**src/rtl/dmcd_pkg.sv**
```systemverilog
`timescale 1ns/1ps
package dmcd_pkg;
  // which divisor the sequencer is currently applying
  typedef enum logic {
    SEG_A = 1'b0,
    SEG_B = 1'b1
  } seg_e;
endpackage

```
**src/rtl/dmcd_period_ctr.sv**
```systemverilog
`timescale 1ns/1ps
module dmcd_period_ctr #(
  parameter int W = 12
) (
  input  logic         clk_i,
  input  logic         rst_i,
  input  logic         run_i,
  input  logic [W-1:0] n_act_i,
  output logic [W-1:0] cnt_o,
  output logic         wrap_o,
  output logic         div_o
);
  localparam logic [W:0] ONE_X = {{W{1'b0}}, 1'b1};

  logic [W:0] half_w;

  // high phase length is floor(divisor/2), divisor = field + 1
  assign half_w = ({1'b0, n_act_i} + ONE_X) >> 1;
  assign wrap_o = run_i && (cnt_o == n_act_i);

  always_ff @(posedge clk_i) begin
    if (rst_i) begin
      cnt_o <= '0;
      div_o <= 1'b0;
    end else if (run_i) begin
      div_o <= ({1'b0, cnt_o} < half_w);
      cnt_o <= wrap_o ? '0 : cnt_o + 1'b1;
    end
  end
endmodule

```
**src/rtl/dmcd_seq.sv**
```systemverilog
`timescale 1ns/1ps
module dmcd_seq
  import dmcd_pkg::*;
#(
  parameter int W = 12
) (
  input  logic         clk_i,
  input  logic         rst_i,
  input  logic         wrap_i,
  input  logic         dual_i,
  input  logic [W-1:0] div1_i,
  input  logic [W-1:0] div2_i,
  input  logic [W-1:0] hold1_i,
  input  logic [W-1:0] hold2_i,
  output logic [W-1:0] n_act_o,
  output seg_e         seg_o,
  output logic [W-1:0] hold_o
);
  logic [W-1:0] lim_w;

  assign lim_w = (seg_o == SEG_A) ? hold1_i : hold2_i;

  always_ff @(posedge clk_i) begin
    if (rst_i) begin
      seg_o   <= SEG_A;
      hold_o  <= '0;
      n_act_o <= div1_i;
    end else if (wrap_i) begin
      if (!dual_i) begin
        seg_o   <= SEG_A;
        hold_o  <= '0;
        n_act_o <= div1_i;
      end else if (hold_o >= lim_w) begin
        // phase finished: swap divisor
        seg_o   <= (seg_o == SEG_A) ? SEG_B : SEG_A;
        hold_o  <= '0;
        n_act_o <= (seg_o == SEG_A) ? div2_i : div1_i;
      end else begin
        hold_o  <= hold_o + 1'b1;
        n_act_o <= (seg_o == SEG_A) ? div1_i : div2_i;
      end
    end
  end
endmodule

```
**src/rtl/dmcd_out_gate.sv**
```systemverilog
`timescale 1ns/1ps
module dmcd_out_gate (
  input  logic clk_i,
  input  logic rst_i,
  input  logic div_i,
  input  logic gate_i,
  output logic out_o
);
  logic en_q;

  always_ff @(posedge clk_i) begin
    if (rst_i) begin
      en_q  <= 1'b0;
      out_o <= 1'b0;
    end else begin
      // enable only moves while the divided clock is low
      if (!div_i) en_q <= gate_i;
      out_o <= div_i & en_q;
    end
  end
endmodule

```
**src/rtl/dual_mod_clkdiv.sv**
```systemverilog
`timescale 1ns/1ps
module dual_mod_clkdiv
  import dmcd_pkg::*;
#(
  parameter int W = 12
) (
  input  logic         clk_i,
  input  logic         rst_i,
  input  logic [W-1:0] div1_i,
  input  logic [W-1:0] div2_i,
  input  logic [W-1:0] hold1_i,
  input  logic [W-1:0] hold2_i,
  input  logic         dual_en_i,
  input  logic         bypass_i,
  input  logic         in_gate_i,
  input  logic         out_gate_i,
  output logic         clk_o
);
  logic [W-1:0] cnt_w;
  logic [W-1:0] n_act_w;
  logic [W-1:0] hold_w;
  logic         wrap_w;
  logic         div_w;
  logic         out_w;
  seg_e         seg_w;

  dmcd_period_ctr #(.W(W)) ctr_i (
    .clk_i  (clk_i),
    .rst_i  (rst_i),
    .run_i  (in_gate_i),
    .n_act_i(n_act_w),
    .cnt_o  (cnt_w),
    .wrap_o (wrap_w),
    .div_o  (div_w)
  );

  dmcd_seq #(.W(W)) seq_i (
    .clk_i  (clk_i),
    .rst_i  (rst_i),
    .wrap_i (wrap_w),
    .dual_i (dual_en_i),
    .div1_i (div1_i),
    .div2_i (div2_i),
    .hold1_i(hold1_i),
    .hold2_i(hold2_i),
    .n_act_o(n_act_w),
    .seg_o  (seg_w),
    .hold_o (hold_w)
  );

  dmcd_out_gate gate_i (
    .clk_i (clk_i),
    .rst_i (rst_i),
    .div_i (div_w),
    .gate_i(out_gate_i),
    .out_o (out_w)
  );

  assign clk_o = bypass_i ? clk_i : out_w;
endmodule

```
**config.mk**
```make
export PLATFORM = sky130hd
export DESIGN_NAME = dual_mod_clkdiv
export DESIGN_NICKNAME = d
export VERILOG_FILES = /design/src/rtl/dmcd_pkg.sv /design/src/rtl/dmcd_period_ctr.sv /design/src/rtl/dmcd_seq.sv /design/src/rtl/dmcd_out_gate.sv /design/src/rtl/dual_mod_clkdiv.sv
export SDC_FILE = /design/constraint.sdc
export NUM_CORES = 1
export LEC_CHECK = 0
export BUFFER_PORTS_ARGS = -buffer_cell sky130_fd_sc_hd__buf_4
export CAP_MARGIN = 5
export CORE_MARGIN = 2
export CORE_UTILIZATION = 57
export CTS_BUF_LIST = sky130_fd_sc_hd__clkbuf_8
export CTS_CLUSTER_DIAMETER = 40
export DETAILED_ROUTE_END_ITERATION = 8
export PLACE_DENSITY_LB_ADDON = 0.1
export RECOVER_POWER = 100
export SETUP_SLACK_MARGIN = 0.2
export SYNTH_ARGS = -nofsm -noshare
export SYNTH_HDL_FRONTEND = slang
export SYNTH_SLANG_ARGS = --single-unit
```
**constraint.sdc**
```tcl
create_clock -name clk_i -period 3.8 [get_ports clk_i]
set_input_delay 0.19 -clock clk_i [delete_from_list [all_inputs] [get_ports clk_i]]
set_output_delay 0.19 -clock clk_i [all_outputs]
set_load 0.05 [all_outputs]
```
==> results.toml <==
[floorplan]
pin_count = 55
die-area_um2 = 5315
die_w_um = 72.91
placementRows = 25
start_util_pct = 58.07
die_h_um = 72.91
core_area_um2 = 4661

[drt]
final_antenna_net_count = 0
m1WireLength_um = 2539
route.final.wire_length_um = 5287
top_layer_used = "met4"
dr.pass1.iters = 5
met2_length_um = 2430
vias_per_cell = 5.586
vias = 2173
drcViolationCount = 0
wl_met3_um = 252
drt-initial-drc-count = 94
detail_route.wl_per_cell_um = 13.59

[timing]
fin_skew_ps = 7.150
post-route-min-period_ps = 3287
drv_slew = 10
timing.fmax_mhz = 304.2
hold_viol_final = 0
setup_viol = 0
setup_tns_ps = 0
tightest_slew_ps = 1564
max-slew-margin-rel_pct = -5.260
rsz0062_at_grt = "false"
hold_ws_ps = 65.71
period_share_pct = 86.51

[synth]
yosysTopAreaCell = "dfxtp_1"
seq_area_frac_synth_pct = 34.03
yosys_warnings = 0
ys_seq_elements = 40
yosysUniqueCellTypes = 40
synth_most_common_cell = "dfxtp_1"
synth_area_um2 = 2706
synthTopCellsByCount = "dfxtp_1, ha_1, xnor2_1, xor2_1, nor2_1"
syn_inst = 277
synth_edf_count = 12
synthFlopType = "dfxtp_1"
synthArstFlopShare_pct = 0
synth_top_area_share_pct = 20.71
syn-num-nets = 357
synth_area_per_cell_um2 = 9.770
synthTopCellsByArea = "dfxtp_1, edfxtp_1, ha_1, xnor2_1, xor2_1"

[clock_tree]
post_cts_buffers = 0
clkLatencyLatePin_ps = 390
cts_resized = 0
hold_buffers = 0
cts_tree = "yes"
clkSlewWorstSetupHoldPaths_ps = 80

[grt]
grt_max_degree = 24
grt-ovfl-total = 0
grtUsageTotal_pct = 22.14
grt_pass1_vias = 2087
grt_pass1_wl_um = 9149
antenna_found_initial = 0

[final_layout]
stdcell_count = 389
drive_above_1_share_pct = 21.79
area_growth_pct = 19.33
final_util_pct = 69.29
final.fill_count = 390
final_area_um2 = 3229
antennaDiodeCount = 0
finalNetCount = 414

[power]
p_leak_uw = 0.001343
swShare_pct = 25.06
clock_power_share_pct = 38.7
p_int_uw = 728.6
power_frac_comb_pct = 12.3
power_density_nw_per_um2 = 301.1
max-vdd-ir-drop_uv = 293.2
pwr-share-seq_pct = 49.0
p_switching_uw = 243.7

[worst_setup_path]
start_kind = "flop"
crit_slowest_cell = "nor4_1"
endpoint_kind = "flop"
cp.required_ps = 3820
max_stage_delay_ps = 1290
path_class = "flop to flop"
path_cells = "xnor2_1 > nand3_1 > nor4_1 > or2_1"
cp_max_fo = 23
r2r_cells = 4
cp.arrival_ps = 3310

[place]
place.port_buffers = 54
dp_hpwl_um = 4024
dp_cells = 378
place.gp.congestion = 0.8562
placed_area_um2 = 3144

[outcome]
violations = "capacitance limit, slew limit"
status = "complete, but fails checks"

[min_path]
hold_depth = 3
hold_class = "primary input to flop"

[flow_run]
maxCapViolCount = 1
==> placed cells by master (no fill, tap or decap), types with 2 or more instances in the layout <==
master and count:
nor2_1 21, and4_1 3, clkbuf_1 2, xnor2_1 22, nor3_1 11, a21oi_1 8
nand3_1 14, and3_1 8, nand3b_1 2, ha_1 26, mux2i_1 11, mux2_2 4
clkbuf_8 8, o21a_1 2, a21o_1 6, mux2_1 10, xor2_1 22, o21ai_0 4
nand3_2 2, a31oi_1 2, edfxtp_1 12, nand4_1 10, nand2_1 19, dfxtp_1 28
nand2b_1 5, nor3_2 2, inv_1 5, buf_4 53
==> metrics by stage <==
step	worst slack, ps	power (uW)
2_1_floorplan	809.6	576.2
3_3_place_gp	736.2	639.5
3_5_place_dp	647.4	643.3
4_1_cts	632.2	993.6
5_1_grt	311.4	1023
6_report	512.6	972.3
==> flip-flops by register name (all words and copies together), names as in the netlist <==
| name | flops |
|---|---|
| seq_i.n_act_o | 12 |
| gate_i.en_q | 1 |
| seq_i.seg_o | 1 |
| ctr_i.div_o | 1 |
| ctr_i.cnt_o | 12 |
| seq_i.hold_o | 12 |
| gate_i.out_o | 1 |
==> per-layer routing <==
layer	global-route usage, %	up-vias
met3	6.906	9
met1	30.32	1009
met4	6.379	0
li1	-	1105
met5	0	-
met2	33.74	50
==> critical path: cells and delay by family (launching register included) <==
family	cells	cell delay, ps
and+or+nand+nor	3	2210
DFF	1	520
xor gates and xnor gates	1	180
==> kinds of logic after synthesis <==
logic type / Yosys count / share of synthesized area [%]
and+or+nand+nor: 102 / 20.81
xor gates and xnor gates: 44 / 14.24
DFF: 40 / 34.03
AOI/OAI and AO/OA: 26 / 6.103
muxes: 26 / 10.40
adders and majority gates: 26 / 12.02
buffers and inverters: 13 / 2.404
==> power groups by stage <==
stage | sequential, uW | combinational, uW | clock, uW
2_1_floorplan | 479 | 68.8 | 28.0
3_3_place_gp | 485 | 118 | 36.1
3_5_place_dp | 486 | 122 | 36.1
4_1_cts | 476 | 123 | 395
5_1_grt | 478 | 135 | 409
6_report | 476 | 120 | 376
==> path summary, 6_finish.rpt <==
path                                                 start  slack (ps)                          to
worst max register to register  seq_i.n_act_o[2]$_DFFE_PP_         510  seq_i.n_act_o[7]$_DFFE_PP_
worst max-delay path            seq_i.n_act_o[2]$_DFFE_PP_         510  seq_i.n_act_o[7]$_DFFE_PP_
worst min register to register    gate_i.en_q$_SDFFE_PP0N_         450     gate_i.out_o$_SDFF_PP0_
worst min-delay path                            out_gate_i          70    gate_i.en_q$_SDFFE_PP0N_
==> final cells by class <==
cell class	count	area [um^2]	share of cell area (%)
Clock buffer	9	113.9	3.526
Timing Repair Buffer	55	406.6	12.59
Inverter	4	15.01	0.4649
Sequential cell	40	920.9	28.52
Clock inverter	3	15.01	0.4649
Tap cell	54	67.56	2.092
Multi-Input combinational cell	224	1690	52.34
No activity file was read; power rests on OpenSTA's default activity.
